==> config.mk <==
export PLATFORM = sky130hd
export DESIGN_NAME = rsv_monitor
export DESIGN_NICKNAME = d
export VERILOG_FILES = /design/src/rtl/rsv_pkg.sv /design/src/rtl/rsv_slot.sv /design/src/rtl/rsv_pick_free.sv /design/src/rtl/rsv_decide.sv /design/src/rtl/rsv_monitor.sv
export SDC_FILE = /design/constraint.sdc
export NUM_CORES = 1
export LEC_CHECK = 0
export ABC_AREA = 1
export CORE_MARGIN = 4
export CORE_UTILIZATION = 36
export CTS_CLUSTER_SIZE = 24
export DETAILED_ROUTE_END_ITERATION = 16
export PLACE_DENSITY_LB_ADDON = 0.08
export SLEW_MARGIN = 20
export SYNTH_ARGS = -nofsm -noshare
export SYNTH_HDL_FRONTEND = slang
export SYNTH_SLANG_ARGS = --single-unit
==> constraint.sdc <==
create_clock -name clk -period 3.6 [get_ports clk]
set_input_delay 0.72 -clock clk [delete_from_list [all_inputs] [get_ports clk]]
set_output_delay 0.72 -clock clk [all_outputs]
set_load 0.05 [all_outputs]
==> src/rtl/rsv_pkg.sv <==
package rsv_pkg;

    typedef enum logic [1:0] {
        OP_IDLE       = 2'd0,
        OP_LOAD_RSV   = 2'd1,
        OP_STORE      = 2'd2,
        OP_STORE_COND = 2'd3
    } rsv_op_e;

    typedef struct packed {
        logic wr_en;
        logic sc_ok;
        logic overflow;
    } rsv_rsp_t;

    localparam rsv_rsp_t RSP_NONE = '{wr_en: 1'b0, sc_ok: 1'b0, overflow: 1'b0};

    function automatic logic op_writes(rsv_op_e op);
        return (op == OP_STORE) || (op == OP_STORE_COND);
    endfunction

endpackage

==> src/rtl/rsv_slot.sv <==
module rsv_slot #(
    parameter int CTX_W  = 3,
    parameter int GRAN_W = 13
) (
    input  logic              clk,
    input  logic              rst,
    input  logic              set_en,
    input  logic              clr_en,
    input  logic [CTX_W-1:0]  req_ctx,
    input  logic [GRAN_W-1:0] req_gran,
    output logic              vld,
    output logic [GRAN_W-1:0] gran,
    output logic              ctx_hit,
    output logic              gran_hit
);
    logic [CTX_W-1:0] owner;

    always_ff @(posedge clk) begin
        if (rst) begin
            vld   <= 1'b0;
            owner <= '0;
            gran  <= '0;
        end else if (set_en) begin
            vld   <= 1'b1;
            owner <= req_ctx;
            gran  <= req_gran;
        end else if (clr_en) begin
            vld   <= 1'b0;
        end
    end

    assign ctx_hit  = vld && (owner == req_ctx);
    assign gran_hit = vld && (gran == req_gran);
endmodule

==> src/rtl/rsv_pick_free.sv <==
module rsv_pick_free #(
    parameter int ENTRIES = 8
) (
    input  logic [ENTRIES-1:0] vld,
    output logic [ENTRIES-1:0] free_oh,
    output logic               any_free
);
    always_comb begin
        free_oh = '0;
        for (int i = ENTRIES - 1; i >= 0; i--) begin
            if (!vld[i]) begin
                free_oh    = '0;
                free_oh[i] = 1'b1;
            end
        end
    end

    assign any_free = ~&vld;
endmodule

==> src/rtl/rsv_decide.sv <==
module rsv_decide
    import rsv_pkg::*;
#(
    parameter int ENTRIES = 8
) (
    input  rsv_op_e            op,
    input  logic [ENTRIES-1:0] ctx_hit,
    input  logic [ENTRIES-1:0] gran_hit,
    input  logic [ENTRIES-1:0] free_oh,
    input  logic               any_free,
    output logic [ENTRIES-1:0] set_vec,
    output logic [ENTRIES-1:0] clr_vec,
    output rsv_rsp_t           rsp_next
);
    logic own_hit;
    logic has_ctx;

    assign own_hit = |(ctx_hit & gran_hit);
    assign has_ctx = |ctx_hit;

    always_comb begin
        set_vec  = '0;
        clr_vec  = '0;
        rsp_next = RSP_NONE;
        if (op == OP_LOAD_RSV) begin
            if (has_ctx) begin
                set_vec = ctx_hit;
            end else if (any_free) begin
                set_vec = free_oh;
            end else begin
                rsp_next.overflow = 1'b1;
            end
        end else if (op_writes(op)) begin
            clr_vec        = gran_hit;
            rsp_next.sc_ok = (op == OP_STORE_COND) && own_hit;
            rsp_next.wr_en = (op == OP_STORE) || rsp_next.sc_ok;
        end
    end
endmodule

==> src/rtl/rsv_monitor.sv <==
module rsv_monitor
    import rsv_pkg::*;
#(
    parameter int ENTRIES   = 8,
    parameter int CPU_W     = 2,
    parameter int THR_W     = 1,
    parameter int ADDR_W    = 16,
    parameter int GRAN_LOG2 = 3
) (
    input  logic              clk,
    input  logic              rst,
    input  logic [1:0]        req_op,
    input  logic [CPU_W-1:0]  req_cpu,
    input  logic [THR_W-1:0]  req_thread,
    input  logic [ADDR_W-1:0] req_addr,
    output logic              rsp_wr_en,
    output logic              rsp_sc_ok,
    output logic              rsp_overflow
);
    localparam int CTX_W  = CPU_W + THR_W;
    localparam int GRAN_W = ADDR_W - GRAN_LOG2;

    rsv_op_e                         op;
    logic [CTX_W-1:0]                req_ctx;
    logic [GRAN_W-1:0]               req_gran;
    logic [ENTRIES-1:0]              ent_vld;
    logic [ENTRIES-1:0][GRAN_W-1:0]  ent_gran;
    logic [ENTRIES-1:0]              ctx_hit;
    logic [ENTRIES-1:0]              gran_hit;
    logic [ENTRIES-1:0]              free_oh;
    logic                            any_free;
    logic [ENTRIES-1:0]              set_vec;
    logic [ENTRIES-1:0]              clr_vec;
    rsv_rsp_t                        rsp_next;
    rsv_rsp_t                        rsp_q;

    assign op       = rsv_op_e'(req_op);
    assign req_ctx  = {req_cpu, req_thread};
    assign req_gran = req_addr[ADDR_W-1:GRAN_LOG2];

    for (genvar g = 0; g < ENTRIES; g++) begin : g_slot
        rsv_slot #(
            .CTX_W  (CTX_W),
            .GRAN_W (GRAN_W)
        ) u_slot (
            .clk      (clk),
            .rst      (rst),
            .set_en   (set_vec[g]),
            .clr_en   (clr_vec[g]),
            .req_ctx  (req_ctx),
            .req_gran (req_gran),
            .vld      (ent_vld[g]),
            .gran     (ent_gran[g]),
            .ctx_hit  (ctx_hit[g]),
            .gran_hit (gran_hit[g])
        );
    end

    rsv_pick_free #(.ENTRIES(ENTRIES)) u_pick (
        .vld      (ent_vld),
        .free_oh  (free_oh),
        .any_free (any_free)
    );

    rsv_decide #(.ENTRIES(ENTRIES)) u_decide (
        .op       (op),
        .ctx_hit  (ctx_hit),
        .gran_hit (gran_hit),
        .free_oh  (free_oh),
        .any_free (any_free),
        .set_vec  (set_vec),
        .clr_vec  (clr_vec),
        .rsp_next (rsp_next)
    );

    always_ff @(posedge clk) begin
        if (rst) rsp_q <= RSP_NONE;
        else     rsp_q <= rsp_next;
    end

    assign rsp_wr_en    = rsp_q.wr_en;
    assign rsp_sc_ok    = rsp_q.sc_ok;
    assign rsp_overflow = rsp_q.overflow;
endmodule

Word-level counts from Yosys, hierarchy flattened
Cells that the tools add are included.
{ "classes": {"n_eq_ne": 19, "muxes": 30, "n_reduce_logical": 32, "bitwise": 3} }
{ "op_table": {"columns": ["cell", "count"], "rows": [
  ["$eq A13 B13 Y1", 8],
  ["$mux W8", 13],
  ["$eq A3 B3 Y1", 8],
  ["$logic_and A1 B1 Y1", 17],
  ["$mux W1", 17],
  ["$reduce_bool A2 Y1", 8],
  ["$reduce_or A8 Y1", 2],
  ["$reduce_or A10 Y1", 1],
  ["$and A8 B8 Y8", 1],
  ["$reduce_and A8 Y1", 1],
  ["$eq A2 B2 Y1 const B", 2],
  ["$reduce_or A3 Y1", 1],
  ["$eq A2 B1 Y1 const B", 1],
  ["$logic_or A1 B1 Y1", 2],
  ["$not A1 Y1", 2]
]} }
{ "word_totals": {"output_inout_bits": 3, "register_bits": 139} }

Logic depth before layout (Yosys ltp)
Gate-level depths: netlist (run 1).
{ "depth": {"depth_word": 12, "mapped_depth": 15, "depth_no_buf": 12} }

By module
Synthesis (run 1) repeated with hierarchy kept, for this count alone.
{ "unflattened": {"cells_unflattened": 1248, "hier_area_um2": 8306.7} }
{ "modules_own_cells": {"columns": ["mod", "area_each_um2", "n_inst", "cells_each"], "rows": [
  ["rsv_slot", 970.9, 8, 141],
  ["rsv_decide", 356.6, 1, 86],
  ["rsv_pick_free", 100.1, 1, 25],
  ["rsv_monitor", 82.6, 1, 9]
]} }

Worst setup path before layout (run 1)
No wires, ideal clock.
{ "synth_timing": {"path_type": "input -> register", "from": "input req_thread", "to": "register g_slot[3].u_slot.owner[2]", "setup_slack_ns": 1.378, "path_buffers": 3, "arrival_ns": 2.107, "path_stages": 15, "path_cell_list": "buf_4 inv_8 buf_6 nand2_1 nand2_1 nor2_2 nand2_2 nand2_1 nor2_8 nand3_2 nand2_4 buf_6 nand3_1 nand2_1 nor2_1"} }
{ "synth_between": {"elab_chain_cells": 5, "elab_cells_between_ends": 19} }
{ "synth_lines": {"columns": ["element", "line", "source"], "rows": [
  ["from (decl)", "rsv_monitor.sv:14", "input logic [THR_W-1:0] req_thread,"],
  ["$eq A3 B3 Y1", "rsv_slot.sv:32", "assign ctx_hit = vld && (owner == req_ctx);"],
  ["$logic_and A1 B1 Y1", "rsv_slot.sv:32", null],
  ["$reduce_or A8 Y1", "rsv_decide.sv:19", "assign has_ctx = |ctx_hit;"],
  ["$mux W8 (*)", "rsv_decide.sv:26", "if (has_ctx) begin"],
  ["$mux W8 (*)", "rsv_decide.sv:25", "if (op == OP_LOAD_RSV) begin"],
  ["to (signal assigned)", "rsv_slot.sv:25", "owner <= req_ctx;"],
  ["to (decl)", "rsv_slot.sv:16", "logic [CTX_W-1:0] owner;"]
]} }
Mark *: on every way between the ends. The rest lies on a longest branch, timed or not.
A chain may end at the register's enable or synchronous reset.

Final worst setup path (run 1)
{ "layout_timing": {"from": "input req_thread", "to": "register g_slot[6].u_slot.gran[3]"} }
{ "layout_between": {"elab_chain_cells": 5, "elab_cells_between_ends": 19} }
{ "layout_lines": {"columns": ["element", "line", "source"], "rows": [
  ["$eq A3 B3 Y1", "rsv_slot.sv:32", null],
  ["$logic_and A1 B1 Y1", "rsv_slot.sv:32", null],
  ["$reduce_or A8 Y1", "rsv_decide.sv:19", null],
  ["$mux W8 (*)", "rsv_decide.sv:26", null],
  ["$mux W8 (*)", "rsv_decide.sv:25", null],
  ["to (signal assigned)", "rsv_slot.sv:26", "gran <= req_gran;"],
  ["to (decl)", "rsv_slot.sv:12", "output logic [GRAN_W-1:0] gran,"]
]} }
Marked as above.

==> results of run 1 <==
==> routing by layer <==
metal | routed length, µm | vias up | GRT usage, %
met5 | 0 | - | 0
met4 | 433 | 0 | 5.29
met3 | 691 | 26 | 2.75
met2 | 11400 | 108 | 30.1
met1 | 12700 | 3580 | 27.6
li1 | - | 4281 | -
==> layout make-up <==
| class | instances | share of cell area [%] |
|---|---|---|
| Clock inverter | 10 | 0.962 |
| Inverter | 106 | 4.50 |
| Clock buffer | 22 | 5.17 |
| Tap cell | 324 | 4.33 |
| Multi-Input combinational cell | 1030 | 48.9 |
| Timing Repair Buffer | 61 | 6.41 |
| Sequential cell | 139 | 29.7 |
==> Yosys cell counts <==
library cell and n:
a21oi_1 129, a21oi_2 7, buf_12 1, buf_2 15, buf_4 8, buf_6 14
buf_8 15, bufinv_8 1, clkbuf_1 8, clkbuf_8 36, clkinv_1 3, dfxtp_1 139
inv_1 98, inv_2 3, inv_8 1, nand2_1 413, nand2_2 14, nand2_4 8
nand3_1 153, nand3_2 8, nand4_1 1, nor2_1 221, nor2_2 1, nor2_4 1
nor2_8 1, nor3_1 3, nor3b_1 2, o211ai_1 4, o21ai_0 44, o21ai_1 4
or2_2 9, xnor2_1 2, xor2_1 5
==> power breakdown <==
part	switching, mW	internal, mW	total [mW]	leakage [nW]
sequential	0.0159	1.56	1.58	1.12
combinational	0.292	0.144	0.437	2.46
clock	0.715	1.02	1.74	0.278
==> registers in the layout (all words and copies together), names as in the netlist <==
| name | cells |
|---|---|
| g_slot.u_slot.vld | 8 |
| g_slot.u_slot.gran | 104 |
| rsp_wr_en | 1 |
| g_slot.u_slot.owner | 24 |
| rsp_overflow | 1 |
| rsp_sc_ok | 1 |
==> cell families (layout without fill, tap and decap cells) <==
| family | Yosys count | in the layout | share of synthesized area (%) |
|---|---|---|---|
| and+or+nand+nor | 835 | 835 | 40.0 |
| buffers and inverters | 203 | 199 | 16.8 |
| AOI/OAI and AO/OA | 188 | 188 | 11.1 |
| DFF | 139 | 139 | 31.5 |
| xor gates and xnor gates | 7 | 7 | 0.694 |
==> worst max-delay path by stage <==
stage	end	slack [ps]
6_report	g_slot[6].u_slot.gran[3]$_SDFFE_PP0P_	740
5_1_grt	g_slot[3].u_slot.gran[12]$_SDFFE_PP0P_	520
4_1_cts	g_slot[6].u_slot.gran[3]$_SDFFE_PP0P_	750
3_5_place_dp	g_slot[5].u_slot.gran[11]$_SDFFE_PP0P_	310
3_3_place_gp	g_slot[6].u_slot.gran[10]$_SDFFE_PP0P_	310
2_1_floorplan	g_slot[3].u_slot.owner[2]$_SDFFE_PP0P_	1380
==> worst max-delay path, stage by stage <==
cell and delay [ps]:
clkdlybuf4s50_1 680, inv_8 230, nand2_1 60, nand2_1 70, nor2_1 40, nand2_1 160, nand2_1 160, nor2_4 290
nand3_2 150, nand2_4 330, nand3_1 110, nand2_1 90, nor2_1 40
==> run_results.csv, run 1 <==
group,metric,value,unit
die,floorplan.initialDensity,36.4,%
setup_path,cp_max_fo,33,
outcome,outcome,"complete, no violations",
logic_synthesis,ys_types,33,
sta,fin_setup_tns,0,ps
setup_path,critPathKind,"input pin to flip-flop",
sta,maxSlewViolCount,0,
die,placementRows,57,
routing,drt-initial-drc-count,505,
setup_path,r2r_slack,1600,ps
die,fp.coreArea,24200,µm²
routing,ant_nets,0,
logic_synthesis,seq_area_frac_synth,31.5,%
place,numPortBuffers,22,
die,die_w,165,µm
cells_and_area,fin_area,9360,µm²
sta,clock_skew,9.10,ps
cells_and_area,final_nets,1378,
sta,fin_crit,2860,ps
sta,final-setup-viol-count,0,
sta,slew_headroom,51.1,%
clocking,cts_buffers,17,
setup_path,crit_arrival,3170,ps
grt,grt_pass1_vias,7089,
cells_and_area,regArea,2780,µm²
cells_and_area,final_util,38.6,%
logic_synthesis,yosysTopAreaCellShare,31.5,%
clocking,postCtsSetupBuffers,0,
sta,hold_slack,483,ps
power,ir_drop,0.256,mV
setup_path,worst_setup_path_end_kind,"flip-flop",
grt,grt-ovfl-total,0,
cells_and_area,antennaDiodeCount,0,
grt,grt_usage,19.2,%
clocking,cts_tree,"yes",
run,maxCapViolCount,0,
place,dp_cells,1660,
die,die_h,165,µm
cells_and_area,fillers,2668,
sta,worst_slew_pin_slew,733,ps
setup_path,required,3910,ps
routing,wl,25300,µm
grt,grt_pass1_wl,40400,µm
clocking,cts_root_buffer,"clkbuf_16",
setup_path,worstSetupStartpoint,"req_thread",
die,pin_count,26,
cells_and_area,fin_cells,1692,
clocking,clock_sinks,139,
sta,period_share,79.3,%
worst_hold_path,worst_hold_path.endpoint,"g_slot[1].u_slot.gran[3]$_SDFFE_PP0P_",
logic_synthesis,netlist_instances,1372,
cells_and_area,layout_common_cells,"nand2_1, nor2_1, nand3_1, dfxtp_1, a21oi_1",
place,dp_hpwl,16400,µm
grt,grt_max_degree,130,
sta,hold_viol_final,0,
cells_and_area,area_delta_synth_final,5.96,%
logic_synthesis,syn_avg_cell_area,6.44,µm²
clocking,clk_pin_slew,60,ps
sta,layout_setup_ws,744,ps
clocking,cts-htree-levels,4,
setup_path,r2r_cells,12,
routing,wl_per_cell,14.9,µm
cells_and_area,multi_input_area,4580,µm²
power,total_leakage_power,3.86,nW
cells_and_area,final_layout_size_suffix_gt1_share,9.21,%
clocking,clk_latency,420,ps
clocking,clockBufferDepth,2,
cells_and_area,layout_commonest_cell,"nand2_1",
setup_path,r2r_start,"g_slot[1].u_slot.owner[0]$_SDFFE_PP0P_",
logic_synthesis,synthesis.area,8840,µm²
logic_synthesis,synth_warnings,0,
place,pre_cts_ws,313,ps
setup_path,r2r_end,"g_slot[6].u_slot.gran[3]$_SDFFE_PP0P_",
routing,vias,7995,
grt,grt_antenna_before_repair,0,
worst_hold_path,hp-class,"flip-flop to flip-flop",
logic_synthesis,synthTopCellsByArea,"dfxtp_1, nand2_1, nor2_1",
power,power_density,401,nW/µm²
worst_hold_path,min_from,"g_slot[1].u_slot.gran[3]$_SDFFE_PP0P_",
clocking,cts_resized,0,
routing,firstDrtPassIters,4,
place,placed_cell_area,8790,µm²
routing,drc,0,
logic_synthesis,synth_top_area_cell,"dfxtp_1",
clocking,hold_buffers,0,
die,dieArea,27100,µm²
setup_path,startpoint_type,"input pin",
worst_hold_path,whs_path_depth,2,
logic_synthesis,ys_ff_latch,139,
logic_synthesis,syn_nets,1395,
place,gp_congestion,0.772,
routing,via_per_inst,4.73,
sta,max_freq,0.350,GHz
power,total_power,3.75,mW
sta,grt_setup_unrepaired,"no",
Power figures use the tool's default switching activity.
==> run 2: changes to the inputs <==
==> constraint.sdc (replaced) <==
create_clock -name clk -period 2.5 [get_ports clk]
set_input_delay 0.5 -clock clk [delete_from_list [all_inputs] [get_ports clk]]
set_output_delay 0.5 -clock clk [all_outputs]
set_load 0.05 [all_outputs]
==> run_results.csv, run 2 (synthesized netlist as in run 1, its figures left out) <==
group,metric,value,unit
routing,wl_per_cell,14.5,µm
worst_hold_path,whs_path_depth,2,
grt,grt_usage,19.2,%
cells_and_area,layout_common_cells,"nand2_1, nor2_1, nand3_1, dfxtp_1, a21oi_1",
power,pwr-share-comb,13.1,%
clocking,cts_root_buffer,"clkbuf_16",
die,die_h,165,µm
routing,vias,8270,
routing,via_per_inst,4.71,
setup_path,r2r_slack,670,ps
clocking,cts_buffers,17,
setup_path,critPathKind,"input pin to flip-flop",
place,pre_cts_ws,-148,ps
power,p_sw_share,27.5,%
routing,wl,25500,µm
sta,fin_crit,2220,ps
power,total_power,5.53,mW
setup_path,r2r_end,"g_slot[6].u_slot.gran[8]$_SDFFE_PP0P_",
die,pin_count,26,
clocking,cts_resized,0,
die,placementRows,57,
sta,hold_viol_final,0,
setup_path,worst_setup_path_end_kind,"flip-flop",
sta,max_freq,0.450,GHz
routing,drt-initial-drc-count,585,
place,numPortBuffers,22,
outcome,outcome,"complete, no violations",
place,gp_congestion,0.795,
cells_and_area,final_nets,1441,
cells_and_area,area_delta_synth_final,14.3,%
worst_hold_path,min_from,"g_slot[5].u_slot.gran[3]$_SDFFE_PP0P_",
cells_and_area,layout_commonest_cell,"nand2_1",
grt,grt-ovfl-total,0,
place,placed_cell_area,9530,µm²
die,floorplan.initialDensity,36.4,%
sta,slew_headroom,61.4,%
sta,grt_setup_unrepaired,"no",
cells_and_area,antennaDiodeCount,0,
sta,clock_skew,12.0,ps
sta,period_share,89.0,%
worst_hold_path,hp-class,"flip-flop to flip-flop",
clocking,clk_pin_slew,60,ps
clocking,hold_buffers,0,
power,ir_drop,0.365,mV
power,power_density,547,nW/µm²
power,p_clk_share,45.9,%
sta,worst_slew_pin_slew,578,ps
power,power_frac_seq,41.0,%
cells_and_area,fin_area,10100,µm²
place,dp_hpwl,18100,µm
grt,grt_pass1_wl,41000,µm
power,p_switching,1.52,mW
routing,drc,0,
run,maxCapViolCount,0,
clocking,clock_sinks,139,
cells_and_area,reg.largest.list,"g_slot.u_slot.gran x104, g_slot.u_slot.owner x24, g_slot.u_slot.vld x8",
worst_hold_path,worst_hold_path.endpoint,"g_slot[5].u_slot.gran[3]$_SDFFE_PP0P_",
die,die_w,165,µm
power,p_int,4.01,mW
sta,layout_setup_ws,276,ps
grt,grt_max_degree,80,
cells_and_area,regMostFlops,"g_slot.u_slot.gran",
cells_and_area,largest_reg_flops,104,
sta,final-setup-viol-count,0,
clocking,clockBufferDepth,2,
grt,grt_pass1_vias,7444,
power,total_leakage_power,4.25,nW
grt,grt_antenna_before_repair,0,
die,fp.coreArea,24200,µm²
setup_path,required,2810,ps
clocking,clk_latency,420,ps
cells_and_area,final_layout_size_suffix_gt1_share,13.1,%
sta,maxSlewViolCount,0,
die,dieArea,27100,µm²
setup_path,cp_max_fo,27,
clocking,cts-htree-levels,4,
clocking,postCtsSetupBuffers,0,
setup_path,r2r_cells,10,
setup_path,startpoint_type,"input pin",
routing,firstDrtPassIters,5,
clocking,cts_tree,"yes",
setup_path,crit_arrival,2530,ps
routing,ant_nets,0,
setup_path,r2r_start,"g_slot[0].u_slot.vld$_SDFFE_PP0P_",
[run 2: cell types whose count changed in the layout (fill, tap and decap cells not counted)]
cell       before  now
buf_4          32   74
buf_12          7   28
clkbuf_8        4    0
clkinv_4        1    3
bufinv_16       1    2
clkbuf_1        1    2
clkinv_2        4    3
inv_8           1    2
[run 2: how the worst max path moves through the flow]
stage,from,cells past startpoint,to
floorplan,req_thread,15,g_slot[3].u_slot.owner[2]$_SDFFE_PP0P_
global placement,req_cpu[1],14,g_slot[4].u_slot.gran[0]$_SDFFE_PP0P_
detailed placement,req_cpu[1],14,g_slot[4].u_slot.gran[0]$_SDFFE_PP0P_
CTS,req_cpu[1],14,g_slot[4].u_slot.gran[0]$_SDFFE_PP0P_
global route,req_cpu[1],14,g_slot[4].u_slot.gran[0]$_SDFFE_PP0P_
finish,req_cpu[1],14,g_slot[4].u_slot.gran[0]$_SDFFE_PP0P_
[run 2: power by group through the flow]
stage	Combinational (mW)	Sequential [mW]	Clock, mW
floorplan	0.498	2.31	0
global placement	0.730	2.32	0
detailed placement	0.730	2.32	0
CTS	0.733	2.27	2.60
global route	0.803	2.27	2.70
finish	0.725	2.27	2.54
[run 2: per-layer routing]
layer | share of wire [%] | track usage (%)
met4 | 1.2 | 3.93
met5 | 0 | 0
met1 | 49 | 27.0
met3 | 3.5 | 2.89
met2 | 46 | 31.5
[run 2: layout make-up]
| cell class | instances | area, µm² |
|---|---|---|
| Sequential cell | 139 | 2780 |
| Fill cell | 2635 | 14100 |
| Timing Repair Buffer | 124 | 1340 |
| Inverter | 106 | 422 |
| Multi-Input combinational cell | 1030 | 4580 |
| Tap cell | 324 | 405 |
| Clock buffer | 19 | 433 |
| Clock inverter | 13 | 144 |
[run 2: through the flow]
step / util (%) / hold WS (ps) / TNS [ps] / instances
after global placement: 39.3 / 462 / -5480 / 1723
after CTS: 41.7 / 486 / 0 / 1755
after detailed placement: 39.3 / 469 / -8780 / 1723
after global routing: 41.7 / 506 / 0 / 1755
final: 41.7 / 481 / 0 / 1755
after floorplan: - / 452 / 0 / 1372
[run 2: critical path, stage by stage]
cell	delay (ps)
clkdlybuf4s50_1	490
inv_2	150
buf_4	180
o21ai_1	110
nor2_1	60
nand2_2	100
nand2_2	90
nor2_8	190
nand3_2	120
nand2_4	100
buf_12	170
nand3_1	120
nand2_1	90
nor2_1	40
==> run 3: changes to the inputs <==
--- a/config.mk
+++ b/config.mk
@@ -6,8 +6,8 @@
 export NUM_CORES = 1
 export LEC_CHECK = 0
 export ABC_AREA = 1
-export CORE_MARGIN = 4
-export CORE_UTILIZATION = 36
+export CORE_MARGIN = 3
+export CORE_UTILIZATION = 40
 export CTS_CLUSTER_SIZE = 24
 export DETAILED_ROUTE_END_ITERATION = 16
 export PLACE_DENSITY_LB_ADDON = 0.08
==> run_results.csv, run 3 (synthesized netlist as in run 1, its figures left out) <==
group,metric,value,unit
outcome,outcome,"complete, no violations",
routing,vias,8327,
setup_path,worst_setup_path_end_kind,"flip-flop",
grt,grt-ovfl-total,0,
grt,grt_usage,20.6,%
sta,fin_setup_tns,0,ps
setup_path,r2r_slack,660,ps
cells_and_area,regMostFlops,"g_slot.u_slot.gran",
clocking,postCtsSetupBuffers,0,
sta,max_freq,0.463,GHz
sta,clock_skew,12.5,ps
grt,grt_pass1_vias,7337,
sta,fin_crit,2160,ps
sta,maxSlewViolCount,0,
cells_and_area,layout_commonest_cell,"nand2_1",
clocking,hold_buffers,0,
worst_hold_path,hp-class,"flip-flop to flip-flop",
routing,drc,0,
die,placementRows,53,
die,floorplan.initialDensity,41.4,%
place,placed_cell_area,9400,µm²
setup_path,r2r_cells,10,
place,dp_cells,1674,
setup_path,cp_slowest_cell,"clkdlybuf4s50_1",
routing,wl,24500,µm
routing,firstDrtPassIters,5,
place,numPortBuffers,22,
cells_and_area,final_layout_size_suffix_gt1_share,13.0,%
routing,via_per_inst,4.89,
die,fp.coreArea,21400,µm²
setup_path,cp_max_fo,27,
cells_and_area,reg.largest.list,"g_slot.u_slot.gran x104, g_slot.u_slot.owner x24, g_slot.u_slot.vld x8",
cells_and_area,largest_reg_flops,104,
cells_and_area,antennaDiodeCount,0,
cells_and_area,layout_common_cells,"nand2_1, nor2_1, nand3_1, dfxtp_1, a21oi_1",
cells_and_area,final_nets,1441,
sta,grt_setup_unrepaired,"no",
sta,hold_slack,479,ps
cells_and_area,fin_cells,1704,
grt,grt_antenna_before_repair,0,
clocking,clk_pin_slew,60,ps
grt,grt_max_degree,96,
sta,period_share,86.3,%
setup_path,critPathKind,"input pin to flip-flop",
setup_path,crit_arrival,2470,ps
sta,worst_slew_pin_slew,538,ps
clocking,cts-htree-levels,4,
die,die_h,155,µm
die,dieArea,23900,µm²
sta,slew_headroom,64.0,%
setup_path,path_cells,"clkdlybuf4s50_1 > inv_2 > buf_4 > nand2_1 > o21ai_0 > nor2_1 > nand2_2 > nand2_2 > nor2_8 > nand3_2 > nand2_4 > buf_12 > nand3_1 > nand2_1 > nor2_1",
power,ir_drop,0.349,mV
grt,use_met3,2.63,%
setup_path,required,2820,ps
place,dp_hpwl,17000,µm
grt,grt_pass1_wl,39400,µm
setup_path,startpoint_type,"input pin",
die,die_w,155,µm
cells_and_area,fillers,2291,
routing,drt-initial-drc-count,644,
clocking,cts_root_buffer,"clkbuf_16",
grt,use_met1,29.5,%
sta,hold_viol_final,0,
clocking,clock_sinks,139,
sta,final-setup-viol-count,0,
power,total_power,5.38,mW
routing,ant_nets,0,
grt,grt_use_met2,32.2,%
setup_path,crit_path_max_incr_delay,440,ps
clocking,cts_resized,0,
routing,wl_per_cell,14.4,µm
grt,gr-max-usage-layer,"met2",
cells_and_area,fin_area,9950,µm²
power,power_density,541,nW/µm²
power,total_leakage_power,4.22,nW
run,maxCapViolCount,0,
cells_and_area,area_delta_synth_final,12.5,%
worst_hold_path,whs_path_depth,2,
die,pin_count,26,
clocking,clk_latency,430,ps
clocking,cts_tree,"yes",
clocking,clockBufferDepth,2,
clocking,cts_buffers,17,
place,gp_congestion,0.799,
run 3: changes by cell type in the layout (fill, tap and decap cells not counted), moves of 2 or more:
cell | before | now
buf_12 | 28 | 23
clkbuf_8 | 0 | 3
clkinv_4 | 3 | 0
buf_4 | 74 | 79
clkinv_2 | 3 | 5
run 3: area by class of cell:
class                      instances  area (µm²)  area share, %
inverter                         106         422           4.24
clock inverter                     8        70.1          0.704
multi-input combinational       1030        4580           46.0
clock buffer                      22         474           4.77
sequential                       139        2780           28.0
timing repair buffer             124        1270           12.8
tap                              275         344           3.46
run 3: per-stage QoR:
step | util [%] | setup slack [ps]
after floorplan | - | 498
after global placement | 44.0 | -90.0
after detailed placement | 44.0 | -115
after CTS | 46.6 | 333
after global routing | 46.6 | 132
final | 46.6 | 342
run 3: worst max-delay path: cells and delay by family:
| family | cells | cell delay [ps] |
|---|---|---|
| and+or+nand+nor | 10 | 880 |
| AOI/OAI and AO/OA | 1 | 60 |
| buffers and inverters | 4 | 1010 |
run 3: where the power goes:
part / internal (mW) / total [mW] / switching [mW]
Clock: 1.43 / 2.41 / 0.986
Combinational: 0.268 / 0.694 / 0.426
Sequential: 2.25 / 2.27 / 0.0225
run 3: worst paths after layout:
path / from / to
worst max-delay path: req_cpu[1] / g_slot[3].u_slot.gran[1]$_SDFFE_PP0P_
worst min-delay path: g_slot[0].u_slot.owner[1]$_SDFFE_PP0P_ / g_slot[0].u_slot.owner[1]$_SDFFE_PP0P_
worst min register to register: g_slot[0].u_slot.owner[1]$_SDFFE_PP0P_ / g_slot[0].u_slot.owner[1]$_SDFFE_PP0P_
worst max register to register: g_slot[0].u_slot.vld$_SDFFE_PP0P_ / g_slot[5].u_slot.owner[2]$_SDFFE_PP0P_
run 3: layer usage:
| metal | vias up | share of wire, % | wire length [µm] |
|---|---|---|---|
| li1 | 4401 | - | - |
| met1 | 3745 | 49 | 12100 |
| met2 | 154 | 45 | 11000 |
| met3 | 27 | 3.6 | 873 |
| met4 | 0 | 2.0 | 490 |
| met5 | - | 0 | 0 |
